[config.mk]
export PLATFORM = sky130hd
export DESIGN_NAME = memtrace_gen
export DESIGN_NICKNAME = d
export VERILOG_FILES = /design/src/rtl/mtg_pkg.sv /design/src/rtl/mtg_opgen.sv /design/src/rtl/mtg_slots.sv /design/src/rtl/memtrace_gen.sv
export SDC_FILE = /design/constraint.sdc
export NUM_CORES = 1
export LEC_CHECK = 0
export ABC_CLOCK_PERIOD_IN_PS = 3070
export BUFFER_PORTS_ARGS = -buffer_cell sky130_fd_sc_hd__buf_2
export CAP_MARGIN = 30
export CORE_MARGIN = 4
export CORE_UTILIZATION = 40
export CTS_CLUSTER_DIAMETER = 40
export DETAILED_ROUTE_END_ITERATION = 12
export MAX_ROUTING_LAYER = met4
export SYNTH_ARGS = -nofsm -noshare
export SYNTH_HDL_FRONTEND = slang
export SYNTH_HIERARCHICAL = 1
export SYNTH_SLANG_ARGS = --single-unit
[constraint.sdc]
create_clock -name clk -period 3.07 [get_ports clk]
set_input_delay 0.4605 -clock clk [delete_from_list [all_inputs] [get_ports clk]]
set_output_delay 0.4605 -clock clk [all_outputs]
set_load 0.02 [all_outputs]
[src/rtl/mtg_pkg.sv]
package mtg_pkg;

    typedef enum logic [1:0] {
        OP_LOAD_A = 2'd0,
        OP_LOAD_B = 2'd1,
        OP_STORE  = 2'd2,
        OP_FENCE  = 2'd3
    } op_e;

    localparam logic [31:0] RNG_TAPS = 32'h8020_0003;

    function automatic logic [31:0] rng_advance(input logic [31:0] s);
        return (s >> 1) ^ (s[0] ? RNG_TAPS : 32'h0);
    endfunction

endpackage

[src/rtl/mtg_opgen.sv]
module mtg_opgen
    import mtg_pkg::*;
#(
    parameter int POOL_W = 2
) (
    input  logic              clk,
    input  logic              rst_n,
    input  logic              load,
    input  logic [31:0]       seed,
    input  logic              step,
    output op_e               op_o,
    output logic [POOL_W-1:0] pool_idx_o
);

    typedef struct packed {
        logic [31:0] rng;
    } gen_t;

    gen_t g_d, g_q;

    always_comb begin
        g_d = g_q;
        if (load) begin
            g_d.rng = (seed == 32'h0) ? 32'h1 : seed;
        end else if (step) begin
            g_d.rng = rng_advance(g_q.rng);
        end
    end

    always_ff @(posedge clk or negedge rst_n) begin
        if (!rst_n) begin
            g_q <= '{rng: 32'h1};
        end else begin
            g_q <= g_d;
        end
    end

    assign op_o       = op_e'(g_q.rng[1:0]);
    assign pool_idx_o = g_q.rng[2 +: POOL_W];

endmodule

[src/rtl/mtg_slots.sv]
module mtg_slots #(
    parameter int TAG_W   = 2,
    parameter int ID_W    = 7,
    parameter int TIMEOUT = 1024
) (
    input  logic                   clk,
    input  logic                   rst_n,
    input  logic                   alloc,
    input  logic [TAG_W-1:0]       alloc_tag,
    input  logic [ID_W-1:0]        alloc_id,
    input  logic                   rsp_valid,
    input  logic [TAG_W-1:0]       rsp_tag,
    output logic [(1<<TAG_W)-1:0]  busy_o,
    output logic                   hit_o,
    output logic [ID_W-1:0]        hit_id_o,
    output logic                   expired_o
);

    localparam int NSLOT = 1 << TAG_W;
    localparam int AGE_W = $clog2(TIMEOUT + 1);
    localparam logic [AGE_W-1:0] AGE_LAST = AGE_W'(TIMEOUT - 1);

    typedef struct packed {
        logic             busy;
        logic [ID_W-1:0]  id;
        logic [AGE_W-1:0] age;
    } slot_t;

    slot_t [NSLOT-1:0] sl_d, sl_q;
    logic              expired_c;

    always_comb begin
        logic freeing;
        sl_d      = sl_q;
        expired_c = 1'b0;
        for (int i = 0; i < NSLOT; i++) begin
            freeing = rsp_valid && (rsp_tag == TAG_W'(i)) && sl_q[i].busy;
            if (sl_q[i].busy && !freeing && sl_q[i].age == AGE_LAST) begin
                expired_c = 1'b1;
            end
            if (freeing) begin
                sl_d[i].busy = 1'b0;
            end else if (sl_q[i].busy && sl_q[i].age != AGE_LAST) begin
                sl_d[i].age = sl_q[i].age + 1'b1;
            end
            if (alloc && alloc_tag == TAG_W'(i)) begin
                sl_d[i].busy = 1'b1;
                sl_d[i].id   = alloc_id;
                sl_d[i].age  = '0;
            end
        end
    end

    always_ff @(posedge clk or negedge rst_n) begin
        if (!rst_n) begin
            sl_q <= '0;
        end else begin
            sl_q <= sl_d;
        end
    end

    for (genvar g = 0; g < NSLOT; g++) begin : g_busy
        assign busy_o[g] = sl_q[g].busy;
    end

    assign hit_o     = rsp_valid && sl_q[rsp_tag].busy;
    assign hit_id_o  = sl_q[rsp_tag].id;
    assign expired_o = expired_c;

endmodule

[src/rtl/memtrace_gen.sv]
module memtrace_gen
    import mtg_pkg::*;
#(
    parameter int INST_ID     = 0,
    parameter int NUM_INST    = 2,
    parameter int NUM_OPS     = 64,
    parameter int TAG_W       = 2,
    parameter int POOL_W      = 2,
    parameter int ADDR_STRIDE = 8,
    parameter int ADDR_W      = 32,
    parameter int DATA_W      = 32,
    parameter int TS_W        = 32,
    parameter int TIMEOUT     = 1024,
    localparam int OPS_W      = $clog2(NUM_OPS + 1),
    localparam int CORE_W     = (NUM_INST > 1) ? $clog2(NUM_INST) : 1
) (
    input  logic              clk,
    input  logic              rst_n,
    input  logic              start,
    input  logic [31:0]       seed,
    output logic              req_valid,
    input  logic              req_ready,
    output logic [TAG_W-1:0]  req_tag,
    output logic              req_store,
    output logic [ADDR_W-1:0] req_addr,
    output logic [DATA_W-1:0] req_wdata,
    input  logic              rsp_valid,
    input  logic [TAG_W-1:0]  rsp_tag,
    input  logic [DATA_W-1:0] rsp_data,
    output logic              iss_rec_valid,
    output logic [OPS_W-1:0]  iss_rec_id,
    output logic              iss_rec_store,
    output logic [ADDR_W-1:0] iss_rec_addr,
    output logic [DATA_W-1:0] iss_rec_data,
    output logic [TS_W-1:0]   iss_rec_time,
    output logic              rsp_rec_valid,
    output logic [OPS_W-1:0]  rsp_rec_id,
    output logic [DATA_W-1:0] rsp_rec_data,
    output logic [TS_W-1:0]   rsp_rec_time,
    output logic [CORE_W-1:0] rec_core,
    output logic              timeout_err,
    output logic              done
);

    localparam int NSLOT = 1 << TAG_W;

    typedef struct packed {
        logic              run;
        logic              fin;
        logic              err;
        logic [OPS_W-1:0]  ops;
        logic [OPS_W-1:0]  nid;
        logic [DATA_W-1:0] sval;
        logic [TS_W-1:0]   cyc;
        logic              iv;
        logic [OPS_W-1:0]  iid;
        logic              ist;
        logic [ADDR_W-1:0] iaddr;
        logic [DATA_W-1:0] idata;
        logic [TS_W-1:0]   itime;
        logic              rv;
        logic [OPS_W-1:0]  rid;
        logic [DATA_W-1:0] rdata;
        logic [TS_W-1:0]   rtime;
    } gen_st_t;

    gen_st_t st_d, st_q;

    op_e               cur_op;
    logic [POOL_W-1:0] pool_idx;
    logic [NSLOT-1:0]  busy;
    logic              hit;
    logic [OPS_W-1:0]  hit_id;
    logic              expired;

    logic              ops_left;
    logic              any_busy;
    logic [TAG_W-1:0]  cur_tag;
    logic              is_store;
    logic              is_fence;
    logic              offer;
    logic              fire;
    logic              fence_go;
    logic              take_seed;
    logic [ADDR_W-1:0] addr_c;
    logic [DATA_W-1:0] wdata_c;

    mtg_opgen #(
        .POOL_W (POOL_W)
    ) u_opgen (
        .clk        (clk),
        .rst_n      (rst_n),
        .load       (take_seed),
        .seed       (seed),
        .step       (fire || fence_go),
        .op_o       (cur_op),
        .pool_idx_o (pool_idx)
    );

    mtg_slots #(
        .TAG_W   (TAG_W),
        .ID_W    (OPS_W),
        .TIMEOUT (TIMEOUT)
    ) u_slots (
        .clk       (clk),
        .rst_n     (rst_n),
        .alloc     (fire),
        .alloc_tag (cur_tag),
        .alloc_id  (st_q.nid),
        .rsp_valid (rsp_valid),
        .rsp_tag   (rsp_tag),
        .busy_o    (busy),
        .hit_o     (hit),
        .hit_id_o  (hit_id),
        .expired_o (expired)
    );

    always_comb begin
        ops_left  = st_q.ops < OPS_W'(NUM_OPS);
        any_busy  = |busy;
        cur_tag   = st_q.nid[TAG_W-1:0];
        is_store  = (cur_op == OP_STORE);
        is_fence  = (cur_op == OP_FENCE);
        offer     = st_q.run && ops_left && !is_fence && !busy[cur_tag];
        fire      = offer && req_ready;
        fence_go  = st_q.run && ops_left && is_fence && !any_busy;
        take_seed = start && !st_q.run;
        addr_c    = ADDR_W'(32'(pool_idx) * ADDR_STRIDE);
        wdata_c   = is_store ? st_q.sval : '0;

        st_d     = st_q;
        st_d.cyc = st_q.cyc + 1'b1;
        st_d.iv  = 1'b0;
        st_d.rv  = 1'b0;

        if (take_seed) begin
            st_d.run  = 1'b1;
            st_d.fin  = 1'b0;
            st_d.ops  = '0;
            st_d.nid  = '0;
            st_d.sval = DATA_W'(INST_ID + NUM_INST);
        end else if (st_q.run && !ops_left && !any_busy) begin
            st_d.run = 1'b0;
            st_d.fin = 1'b1;
        end

        if (fire || fence_go) begin
            st_d.ops = st_q.ops + 1'b1;
        end

        if (fire) begin
            st_d.nid   = st_q.nid + 1'b1;
            st_d.iv    = 1'b1;
            st_d.iid   = st_q.nid;
            st_d.ist   = is_store;
            st_d.iaddr = addr_c;
            st_d.idata = wdata_c;
            st_d.itime = st_q.cyc;
            if (is_store) begin
                st_d.sval = st_q.sval + DATA_W'(NUM_INST);
            end
        end

        if (hit) begin
            st_d.rv    = 1'b1;
            st_d.rid   = hit_id;
            st_d.rdata = rsp_data;
            st_d.rtime = st_q.cyc;
        end

        if (expired) begin
            st_d.err = 1'b1;
        end
    end

    always_ff @(posedge clk or negedge rst_n) begin
        if (!rst_n) begin
            st_q <= '0;
        end else begin
            st_q <= st_d;
        end
    end

    assign req_valid     = offer;
    assign req_tag       = cur_tag;
    assign req_store     = is_store;
    assign req_addr      = addr_c;
    assign req_wdata     = wdata_c;
    assign iss_rec_valid = st_q.iv;
    assign iss_rec_id    = st_q.iid;
    assign iss_rec_store = st_q.ist;
    assign iss_rec_addr  = st_q.iaddr;
    assign iss_rec_data  = st_q.idata;
    assign iss_rec_time  = st_q.itime;
    assign rsp_rec_valid = st_q.rv;
    assign rsp_rec_id    = st_q.rid;
    assign rsp_rec_data  = st_q.rdata;
    assign rsp_rec_time  = st_q.rtime;
    assign rec_core      = CORE_W'(INST_ID);
    assign timeout_err   = st_q.err;
    assign done          = st_q.fin;

endmodule

# == Word-level counts from Yosys, hierarchy flattened ==
# Index checks and enable logic that the tools add are counted.
# totals
regBits,336
in_bits,71
out_inout_bits,248
word_cells,162
# op_classes
add_sub_neg,8
n_lt_le_gt_ge,3
eq_ne,20
mux,37
bitwise_logic,1
reduce_logical,63
# op_table
cell,count
$mux 32,6
$mux 105,1
$mux 19,5
$mux 11,8
$mux 72,1
$mux 46,1
$add 11x1->11 const B,4
$eq 11x10->1 const B,4
$ne 11x10->1 const B,4
$mux 39,1
$bmux 19 s2,1
$logic_and 1x1->1,34
$add 32x1->32 const B,1
$add 32x2->32 const B,1
$logic_not 32->1,1
$xor 31x32->32,1
$reduce_bool 2->1,11
$add 7x1->7 const B,2
$eq 2x2->1 const B,6
$logic_not 1->1,9
$mux 1,9
$ne 2x2->1 const B,4
$reduce_and 2->1,4
$lt 7x7->1 const B,1
8 further kinds,12

# == Longest topological paths before layout ==
# Gate-level depths: netlist of run 1.
# depth
depth_word,10
mapped_depth,12
mapped_depth_nobuf,8

# == Modules after synthesis ==
# Netlist of run 1, hierarchy kept.
# modules_own_cells
module,instances,cells_each,area_per_inst_um2,seq_area_each_um2
memtrace_gen,1,1019,11164.5,5705.5
mtg_slots,1,434,4045.1,1901.8
mtg_opgen,1,159,1625.3,802.0

# == Worst setup path before layout of run 1 ==
# No wires, ideal clock.
# synth_timing
path_kind,reg-to-reg
start,"register st_q, in the netlist req_tag[1]"
end,register u_slots/sl_q[12] (netlist bit)
setup_time_ns,0.065
arrival_time_ns,2.766
required_time_ns,3.005
slack_ns,0.239
stages_incl_launch_ff,11
n_path_buf,3
synth_period_minus_slack_ns,2.831
path_cell_list,dfrtp_1 > mux2_2 > o22ai_4 > nand2_2 > inv_2 > buf_4 > buf_2 > nor3b_1 > clkbuf_1 > nand2_1 > nand2_1
# synth_via
elab_chain_len,6
elab_cells_between_ends,7
classes_between,mux: 2; reduce/logical: 5
# synth_rtl
item,line,text
from (decl),memtrace_gen.sv:67,"gen_st_t st_d, st_q;"
from (signal assigned),memtrace_gen.sv:180,st_q <= st_d;
$bmux 1 s2,memtrace_gen.sv:124,offer = st_q.run && ops_left && !is_fence && !busy[cur_tag];
$mux 1 (not written as such),memtrace_gen.sv:124,
$logic_not 1->1,memtrace_gen.sv:124,
$logic_and 1x1->1,memtrace_gen.sv:124,
$logic_and 1x1->1,memtrace_gen.sv:125,fire = offer && req_ready;
via fire,memtrace_gen.sv:82,logic fire;
$logic_and 1x1->1,mtg_slots.sv:46,if (alloc && alloc_tag == TAG_W'(i)) begin
to (signal assigned),mtg_slots.sv:58,sl_q <= sl_d;
to (decl),mtg_slots.sv:29,"slot_t [NSLOT-1:0] sl_d, sl_q;"
# The timed path passes the listed nets, and every way through them passes these cells. The select of a mux whose other input is x is not followed.
# A chain may end at the register's enable or synchronous reset.

# == Worst setup path in the final report of run 1 ==
# layout_timing
start,"register st_q, in the netlist req_tag[1]"
end,output req_valid
# layout_via
elab_chain_len,4
# layout_rtl
item,line,text
$bmux 1 s2,memtrace_gen.sv:124,
$mux 1 (not written as such),memtrace_gen.sv:124,
$logic_not 1->1,memtrace_gen.sv:124,
$logic_and 1x1->1,memtrace_gen.sv:124,
to (decl),memtrace_gen.sv:21,"output logic req_valid,"
# Every way passes these cells. The select of a mux whose other input is x is not followed.

==> flow_metrics.py, run 1 <==
metrics = {
    "placement": {
        "placed_area_um2": 17400,
        "io_buffers": 257,
        "post-place-cells": 2212,
        "dp_hpwl_um": 27500,
        "place.gp.congestion": 0.831,
    },
    "worst_setup_path": {
        "arrival_ns": 2.30,
        "cp.required_ns": 2.61,
        "r2r_cells": 9,
        "r2r_slack_ns": 0.63,
        "cp_max_fo": 8,
        "path_class": "reg2out",
        "r2r-end": "u_slots/sl_q[9]",
        "r2r-start": "u_opgen/g_q[0]",
        "critPathLaunchType": "flop",
        "crit_path_end_kind": "primary output",
    },
    "layout": {
        "finalNonFillerCells": 2322,
        "fin_util": 0.474,
        "stdcell_area_um2": 19500,
        "syn2layout_area_growth_pct": 16.1,
        "layout-drive-gt1-share": 0.309,
        "nNetsFinal": 1820,
    },
    "flow_run": {
        "maxCapViolations": 0,
    },
    "power_and_ir_drop": {
        "p_total_uw": 17600,
        "ir_drop_mv": 0.469,
        "leakage_uw": 0.00966,
        "power_density_nw_per_um2": 901,
    },
    "routing": {
        "drc": 0,
        "ant_nets": 0,
        "drt_pass1_iterations": 5,
        "drt_iter0_markers": 659,
        "drt-total-wl_um": 39400,
        "vias": 11800,
        "detail_route.wl_per_cell_um": 16.9,
        "vias_per_cell": 5.09,
    },
    "cts": {
        "cts_tree": "done",
        "cts_resized": 0,
        "numCtsBuffers": 58,
        "root_buffer": "clkbuf_16",
        "path_clk_slew_ns": 0.05,
        "cts_max_level": 2,
        "clock-sinks": 336,
        "clk_path_buf_depth": 3,
        "clk_latency_ns": 0.59,
    },
    "floorplanning": {
        "fp.dieW_um": 213,
        "core_um2": 41200,
        "pin_count": 319,
        "die_area_um2": 45400,
        "initial_core_util": 0.409,
        "num_rows": 74,
        "die_h_um": 213,
    },
    "global_routing": {
        "grt_antenna_before_repair": 1,
        "grt_max_degree": 64,
        "grtUsageMet2": 0.276,
        "grt_busiest_layer": "met2",
        "use_met1": 0.230,
        "grt_usage": 0.174,
        "grt_overflow": 0,
        "grt_pass1_wl_um": 63200,
        "grt_pass1_vias": 12000,
        "met3_usage": 0.0354,
    },
    "sta": {
        "rsz0062_at_grt": "no",
        "final.min_clock_period_ns": 2.76,
        "relSlewSlack": 0.495,
        "timing.final.crit_share": 0.898,
        "fmax_mhz": 363,
        "hold_viol_final": 0,
        "setup_tns_ns": 0,
        "finalSetupViolCount": 0,
        "worst_pin_slew_ns": 0.757,
        "slew_violations": 0,
        "finalClockSkew_ns": 0.0186,
    },
    "synth": {
        "async_flop_share": 1.00,
        "avgSynthCellArea_um2": 10.4,
        "ys_types": 82,
        "yosysMostFrequentCell": "dfrtp_1",
        "ys_top_cells_by_area": "dfrtp_1 50%, buf_4 9.7%, nand2_1 7.0%",
        "synth_edf_count": 0,
        "yosys_most_used_dff": "dfrtp_1",
        "synth_top_cell_by_area": "dfrtp_1",
        "yosys_warnings": 6,
        "synthCells": 1612,
        "netlist_area_um2": 16800,
        "ys_top_cells_by_count": "335 x dfrtp_1, 316 x nand2_1, 218 x buf_4",
        "synth.top_cell.area_share": 0.498,
        "yosysSeqAreaShare": 0.500,
        "ys_ff_latch": 336,
    },
    "worst_hold_path": {
        "hp-class": "in2reg",
        "min_path_cells": 3,
        "holdPathEnd": "u_opgen/g_q[4]",
        "hold_path_startpoint": "seed[4]",
    },
    "outcome": {
        "run_status": "finished, final reports clean",
    },
}
-- flip-flops by register name, indices dropped and copies added (netlist names), 2 cells and up --
| register | flops |
|---|---|
| st_q | 77 |
| req_tag | 2 |
| rsp_rec_time | 32 |
| iss_rec_addr | 2 |
| iss_rec_data | 32 |
| iss_rec_id | 7 |
| u_opgen/g_q | 32 |
| u_slots/sl_q | 72 |
| u_slots/busy_o | 4 |
| rsp_rec_id | 7 |
| iss_rec_time | 32 |
| rsp_rec_data | 32 |
-- metal layers --
metal | share of wire | vias up
met4 | 0.017 | 0
met5 | 0 | -
li1 | - | 5564
met2 | 0.48 | 356
met1 | 0.45 | 5837
met3 | 0.058 | 51
-- area by class of cell --
type | instances | area (µm²)
antenna | 1 | 2.50
clock buffer | 66 | 1590
clock inverter | 42 | 564
fill | 3780 | 21700
inverter | 16 | 60.1
multi-input combinational | 1039 | 6630
sequential | 336 | 8410
tap | 532 | 666
timing repair buffer | 290 | 1620
-- critical path, stage by stage, from the launching register on --
cell and delay (ns):
dfrtp_1 0.50, mux2_2 0.41, o22a_2 0.26, nor3_1 0.31
buf_2 0.24
-- power breakdown --
group          total [µW]  internal, µW  switching (µW)
combinational        4530          1730            2800
sequential           6070          5380             688
clock                7000          4600            2390
-- worst max-delay path by stage --
stage	startpoint	to
final	req_tag[1]	req_valid
after global placement	rsp_tag[0]	rsp_rec_time[3]
after CTS	req_tag[1]	req_valid
after detailed placement	u_opgen/g_q[0]	u_slots/sl_q[9]
after global routing	req_tag[1]	req_valid
after floorplan	req_tag[1]	u_slots/sl_q[12]
-- cell usage in the layout (no fill, tap or decap), types with 6 or more instances in the layout --
cell type / Yosys / final
a21oi_1: 29 / 29
a31oi_1: 7 / 7
and2_1: 40 / 39
and3_1: 14 / 14
and4_1: 9 / 9
buf_12: 0 / 6
buf_2: 15 / 256
buf_4: 218 / 26
bufinv_16: 0 / 10
clkbuf_16: 0 / 61
clkinvlp_4: 0 / 10
conb_1: 1 / 61
dfrtp_1: 335 / 335
ha_1: 8 / 8
inv_1: 14 / 13
inv_6: 0 / 11
mux2_2: 102 / 102
mux2i_1: 46 / 46
mux4_2: 8 / 8
nand2_1: 316 / 316
nand2b_1: 8 / 8
nand3_1: 52 / 52
nand4_1: 30 / 30
nor2_1: 36 / 36
nor3_1: 17 / 17
nor4_1: 17 / 17
o211ai_1: 7 / 7
o21ai_0: 55 / 55
o31ai_1: 15 / 15
o41ai_1: 7 / 7
or3_1: 9 / 9
or4_1: 13 / 13
xnor2_1: 27 / 27
xor2_1: 14 / 14
-- cells by family (layout without fill, tap and decap cells) --
kind of cell,after synthesis,after routing,synth area share
and+or+nand+nor,619,619,0.187
DFF,336,336,0.500
buffers and inverters,297,414,0.120
muxes,157,157,0.107
AOI/OAI and AO/OA,153,153,0.0589
xor gates and xnor gates,41,41,0.0213
adders and majority gates,8,8,0.00595
other,1,62,0.000223
-- metrics by stage --
| stage | hold WS (ns) | worst slack (ns) |
|---|---|---|
| floorplan | 0.165 | 0.239 |
| global placement | 0.434 | 0.714 |
| detailed placement | 0.440 | 0.612 |
| CTS | 0.0683 | 0.216 |
| global route | 0.0841 | 0.203 |
| finish | 0.102 | 0.314 |
-- repair_timing --
item	4_1_cts	5_1_grt
buffers inserted	0	0
hold endpoints to repair	51	0
hold buffers	1	0
No activity file was read; power rests on OpenSTA's default activity.
==> run 2: changes to the inputs <==
--- a/config.mk
+++ b/config.mk
@@ -5,12 +5,13 @@
 export SDC_FILE = /design/constraint.sdc
 export NUM_CORES = 1
 export LEC_CHECK = 0
-export ABC_CLOCK_PERIOD_IN_PS = 3070
+export ABC_CLOCK_PERIOD_IN_PS = 2300
 export BUFFER_PORTS_ARGS = -buffer_cell sky130_fd_sc_hd__buf_2
 export CAP_MARGIN = 30
 export CORE_MARGIN = 4
 export CORE_UTILIZATION = 40
 export CTS_CLUSTER_DIAMETER = 40
+export CTS_CLUSTER_SIZE = 24
 export DETAILED_ROUTE_END_ITERATION = 12
 export MAX_ROUTING_LAYER = met4
 export SYNTH_ARGS = -nofsm -noshare
==> constraint.sdc (replaced) <==
create_clock -name clk -period 2.3 [get_ports clk]
set_input_delay 0.345 -clock clk [delete_from_list [all_inputs] [get_ports clk]]
set_output_delay 0.345 -clock clk [all_outputs]
set_load 0.02 [all_outputs]
==> run 2 against run 1 <==
Against the previous run: non-clock buffer count grew 88; sequential power grew 34%; worst hold slack worse by 0.072 ns; die area did not move; critical path type unchanged; critical endpoint unchanged; largest power group unchanged.
==> flow_metrics.py, run 2 (same netlist as run 1, synthesis figures left out) <==
metrics = {
    "cts": {
        "clk_path_buf_depth": 3,
        "cts_max_level": 2,
        "cts_tree": "done",
        "clock-sinks": 336,
        "numCtsBuffers": 55,
        "root_buffer": "clkbuf_16",
        "clk_latency_ns": 0.59,
        "path_clk_slew_ns": 0.06,
    },
    "worst_setup_path": {
        "slowest_stage": "dfrtp_2",
        "path_class": "reg2out",
        "arrival_ns": 1.93,
        "path_cells": "mux2_4 > o22a_4 > nor3_4 > buf_6",
        "cp_max_fo": 6,
        "critPathLaunchType": "flop",
        "slowest_delay_ns": 0.45,
        "cp.required_ns": 1.96,
        "crit_path_end_kind": "primary output",
    },
    "layout": {
        "n_fill_cell": 3751,
        "biggestRegsByFlops": "st_q (77), u_slots/sl_q (72)",
        "largest_reg_flops": 77,
        "layout_common_cells": "331 x dfrtp_1, 315 x nand2_1, 255 x buf_2",
        "nNetsFinal": 1905,
        "final_common_cell": "dfrtp_1",
        "finalNonFillerCells": 2405,
        "syn2layout_area_growth_pct": 20.6,
        "num_antenna_cells": 0,
        "layout-drive-gt1-share": 0.313,
        "largest_register": "st_q",
    },
    "sta": {
        "worst_pin_slew_ns": 0.517,
        "setup_ws_ns": 0.0237,
        "hold_viol_final": 0,
        "finalSetupViolCount": 0,
        "slew_violations": 0,
        "timing.final.crit_share": 0.990,
        "relSlewSlack": 0.652,
        "finalClockSkew_ns": 0.0157,
        "final.min_clock_period_ns": 2.28,
        "holdWs_ns": 0.0301,
        "rsz0062_at_grt": "yes",
        "fmax_mhz": 439,
    },
    "global_routing": {
        "grt_pass1_vias": 12300,
        "grt_pass1_wl_um": 64900,
        "grt_overflow": 0,
        "grt_usage": 0.180,
        "grt_max_degree": 62,
        "grt_antenna_before_repair": 0,
    },
    "floorplanning": {
        "core_um2": 41200,
        "pin_count": 319,
        "fp.dieW_um": 213,
        "die_area_um2": 45400,
        "num_rows": 74,
        "initial_core_util": 0.409,
        "die_h_um": 213,
    },
    "power_and_ir_drop": {
        "leakage_uw": 0.0100,
        "power_density_nw_per_um2": 1160,
        "ir_drop_mv": 0.616,
    },
    "routing": {
        "ant_nets": 0,
        "vias": 12100,
        "vias_per_cell": 5.03,
        "detail_route.wl_per_cell_um": 16.8,
        "drt_pass1_iterations": 5,
        "drc": 0,
        "drt-total-wl_um": 40400,
        "drt_iter0_markers": 655,
    },
    "worst_hold_path": {
        "hp-class": "in2reg",
    },
    "placement": {
        "place.gp.congestion": 0.822,
        "io_buffers": 257,
        "post-place-cells": 2237,
        "dpl_worst_slack_ns": 0.162,
        "dp_hpwl_um": 27900,
    },
    "flow_run": {
        "maxCapViolations": 0,
    },
    "outcome": {
        "run_status": "finished, final reports clean",
    },
}
-- run 2: changes by cell type in the layout (fill, tap and decap cells not counted), moves of 2 or more --
cell	before	now
clkinv_4	5	9
clkbuf_16	61	55
inv_6	11	14
dfrtp_2	0	4
dlygate4sd3_1	1	60
buf_6	0	3
bufinv_16	10	8
buf_12	6	10
buf_4	26	49
inv_8	3	8
clkinvlp_4	10	3
dfrtp_1	335	331
-- run 2: worst max-delay path: cells and delay by family (launching register included) --
kind | cells | cell delay [ns]
flip-flops | 1 | 0.45
multiplexers | 1 | 0.31
AO/OA/AOI/OAI | 1 | 0.28
AND/OR/NAND/NOR | 1 | 0.15
buffers and inverters | 1 | 0.14
-- run 2: repair_timing --
item	CTS	global route
cloned	0	1
endpoints found under the hold margin	104	0
setup endpoints to repair	24	41
hold buffers	60	0
gates resized for setup	8	8
setup buffers	2	1
-- run 2: layout make-up --
type	count	area [µm²]	area share
flip-flops and latches	336	8410	0.414
clock inverters	45	569	0.0280
repair buffers	378	2490	0.123
clock buffers	59	1420	0.0700
well taps	532	666	0.0328
inverters	16	60.1	0.00296
multi-input cells	1039	6680	0.329
-- run 2: where the power goes --
part | total, µW | internal (µW) | switching, µW
sequential | 8130 | 7190 | 937
combinational | 6670 | 2770 | 3900
clock | 8790 | 5530 | 3260
-- run 2: per-stage QoR --
step / cell area, µm² / utilization / setup TNS [ns] / total power [µW]
4_1_cts: 20300 / 0.492 / -0.0492 / 23800
3_5_place_dp: 17600 / 0.428 / 0 / 14700
2_1_floorplan: 17100 / - / -0.717 / 13300
3_3_place_gp: 17600 / 0.428 / 0 / 14500
5_1_grt: 20300 / 0.493 / -0.0429 / 24900
6_report: 20300 / 0.493 / 0 / 23600
-- run 2: worst paths after layout --
path | from | to | slack, ns | depth (start not counted)
max in group asynchronous | rst_n | st_q[183] | 1.17 | 3
hold reg to reg | iss_rec_time[25] | iss_rec_time[25] | 0.47 | 2
setup reg to reg | u_opgen/g_q[0] | u_slots/sl_q[60] | 0.15 | 7
setup / recovery | u_slots/busy_o[1] | req_valid | 0.02 | 4
min in group asynchronous | rst_n | iss_rec_data[18] | 0.28 | 2
hold / removal | seed[16] | u_opgen/g_q[16] | 0.03 | 3
-- run 2: metal layers --
| layer | wire length [µm] | GRT usage | up-vias |
|---|---|---|---|
| met4 | 821 | 0.0561 | 0 |
| li1 | - | - | 5760 |
| met5 | 0 | - | - |
| met2 | 19600 | 0.296 | 325 |
| met1 | 17900 | 0.231 | 5950 |
| met3 | 2100 | 0.0309 | 56 |
==> run 3: changes to the inputs <==
--- a/config.mk
+++ b/config.mk
@@ -5,7 +5,6 @@
 export SDC_FILE = /design/constraint.sdc
 export NUM_CORES = 1
 export LEC_CHECK = 0
-export ABC_CLOCK_PERIOD_IN_PS = 2300
 export BUFFER_PORTS_ARGS = -buffer_cell sky130_fd_sc_hd__buf_2
 export CAP_MARGIN = 30
 export CORE_MARGIN = 4
@@ -13,6 +12,7 @@
 export CTS_CLUSTER_DIAMETER = 40
 export CTS_CLUSTER_SIZE = 24
 export DETAILED_ROUTE_END_ITERATION = 12
+export GPL_ROUTABILITY_DRIVEN = 0
 export MAX_ROUTING_LAYER = met4
 export SYNTH_ARGS = -nofsm -noshare
 export SYNTH_HDL_FRONTEND = slang
==> constraint.sdc (replaced) <==
create_clock -name clk -period 2.4 [get_ports clk]
set_input_delay 0.36 -clock clk [delete_from_list [all_inputs] [get_ports clk]]
set_output_delay 0.36 -clock clk [all_outputs]
set_load 0.02 [all_outputs]
==> run 3 against run 2 <==
Against the previous run: register-to-register slack gained 0.07 ns; cell count is 0.67% lower; sequential power shrank 4.8%; largest cell class unchanged; highest routed layer unchanged.
==> flow_metrics.py, run 3 (same netlist as run 1, synthesis figures left out) <==
metrics = {
    "sta": {
        "hold_viol_final": 0,
        "rsz0062_at_grt": "no",
        "final.min_clock_period_ns": 2.32,
        "finalClockSkew_ns": 0.0234,
        "timing.final.crit_share": 0.966,
        "finalSetupViolCount": 0,
        "worst_pin_slew_ns": 0.536,
        "slew_violations": 0,
        "fmax_mhz": 431,
        "setup_ws_ns": 0.0813,
        "setup_tns_ns": 0,
        "relSlewSlack": 0.639,
    },
    "floorplanning": {
        "die_h_um": 213,
        "pin_count": 319,
        "core_um2": 41200,
        "initial_core_util": 0.409,
        "fp.dieW_um": 213,
        "num_rows": 74,
        "die_area_um2": 45400,
    },
    "cts": {
        "path_clk_slew_ns": 0.06,
        "cts_tree": "done",
        "clk_path_buf_depth": 3,
        "clk_latency_ns": 0.59,
        "numCtsBuffers": 54,
        "clock-sinks": 336,
        "root_buffer": "clkbuf_16",
        "cts_max_level": 2,
    },
    "placement": {
        "placed_area_um2": 17500,
        "dp_hpwl_um": 27700,
        "io_buffers": 257,
        "dpl_worst_slack_ns": 0.185,
    },
    "global_routing": {
        "grt_pass1_wl_um": 64200,
        "grt_busiest_layer": "met2",
        "grt_pass1_vias": 12300,
        "grt_max_degree": 62,
        "grtUsageMet2": 0.282,
        "grt_overflow": 0,
        "grt_usage": 0.178,
        "grt_antenna_before_repair": 0,
        "met3_usage": 0.0378,
        "use_met1": 0.232,
    },
    "worst_setup_path": {
        "r2r-start": "req_tag[1]",
        "r2r-end": "u_opgen/g_q[18]",
        "crit_path_end_kind": "primary output",
        "crit_family": "flip-flops",
        "crit_buf_inv": 1,
        "cp_max_fo": 6,
        "path_cells": "mux2_4 > o22a_2 > nor3_2 > buf_4",
        "path_class": "reg2out",
        "crit_path_start": "req_tag[1]",
        "cp-endpoint": "req_valid",
        "cp.depth": 4,
        "cp.required_ns": 2.04,
        "critPathLaunchType": "flop",
        "r2r_slack_ns": 0.22,
        "slowest_stage": "dfrtp_2",
        "r2r_cells": 8,
        "slowest_delay_ns": 0.43,
        "arrival_ns": 1.96,
    },
    "worst_hold_path": {
        "hp-class": "in2reg",
    },
    "layout": {
        "largest_register": "st_q",
        "biggestRegsByFlops": "st_q (77), u_slots/sl_q (72)",
        "largest_reg_flops": 77,
        "final_common_cell": "dfrtp_1",
        "syn2layout_area_growth_pct": 18.6,
        "stdcell_area_um2": 20000,
        "nNetsFinal": 1890,
        "layout_common_cells": "334 x dfrtp_1, 316 x nand2_1, 255 x buf_2",
        "layout-drive-gt1-share": 0.304,
    },
    "power_and_ir_drop": {
        "power_density_nw_per_um2": 1080,
        "ir_drop_mv": 0.675,
        "leakage_uw": 0.00986,
        "p_total_uw": 21600,
    },
    "flow_run": {
        "maxCapViolations": 0,
    },
    "outcome": {
        "run_status": "finished, final reports clean",
    },
    "routing": {
        "drt-total-wl_um": 40000,
        "detail_route.wl_per_cell_um": 16.7,
        "ant_nets": 0,
        "drt_pass1_iterations": 5,
        "drt_iter0_markers": 737,
        "drc": 0,
        "vias": 12000,
        "vias_per_cell": 5.04,
    },
}
==> run 3: cell count changes in the layout (fill, tap and decap cells not counted), moves of 4 or more <==
cell	before	now
clkinvlp_4	3	9
clkinv_2	3	8
inv_8	8	4
clkbuf_1	1	5
dlygate4sd3_1	60	55
inv_6	14	6
==> run 3: worst min path at each step <==
stage / start / to / slack, ns / depth (start not counted)
2_1_floorplan: rst_n / done / 0.06 / 0
3_3_place_gp: rst_n / iss_rec_data[15] / 0.34 / 1
3_5_place_dp: rst_n / iss_rec_data[15] / 0.34 / 1
4_1_cts: seed[18] / u_opgen/g_q[18] / 0.0006 / 3
5_1_grt: seed[2] / u_opgen/g_q[2] / 0.02 / 3
6_report: seed[2] / u_opgen/g_q[2] / 0.04 / 3
==> run 3: cell type report <==
type / count / area (µm²)
multi-input combinational: 1039 / 6650
clock buffer: 63 / 1430
tap: 532 / 666
sequential: 336 / 8410
inverter: 16 / 61.3
fill: 3786 / 21200
antenna: 1 / 2.50
timing repair buffer: 364 / 2330
clock inverter: 38 / 419
==> run 3: power by group <==
part           total, µW  switching [µW]  internal [µW]
Combinational       6120            3690           2430
Clock               7780            2920           4870
Sequential          7740             851           6880
==> run 3: repair_timing <==
action,4_1_cts,5_1_grt
endpoints found under the setup margin,1,5
setup buffers,1,0
pin swaps,0,0
hold endpoints to repair,102,0
hold buffers,55,0
gates resized for setup,1,2
==> run 3: worst min-delay path, delay by kind of cell <==
kind | cells | cell delay, ns
buffers and inverters | 1 | 0.10
AOI/OAI and AO/OA | 1 | 0.07
and+or+nand+nor | 1 | 0.05
==> run 3: per-stage QoR <==
| step | instances | hold slack, ns | utilization |
|---|---|---|---|
| 2_1_floorplan | 1672 | 0.0644 | - |
| 3_3_place_gp | 2231 | 0.337 | 0.426 |
| 3_5_place_dp | 2231 | 0.338 | 0.426 |
| 4_1_cts | 2388 | 0.000594 | 0.484 |
| 5_1_grt | 2388 | 0.0228 | 0.484 |
| 6_report | 2389 | 0.0374 | 0.485 |
==> run 3: layer usage <==
metal / up-vias / share of wire
li1: 5721 / -
met4: 0 / 0.020
met2: 345 / 0.47
met5: - / 0
met3: 52 / 0.064
met1: 5914 / 0.44
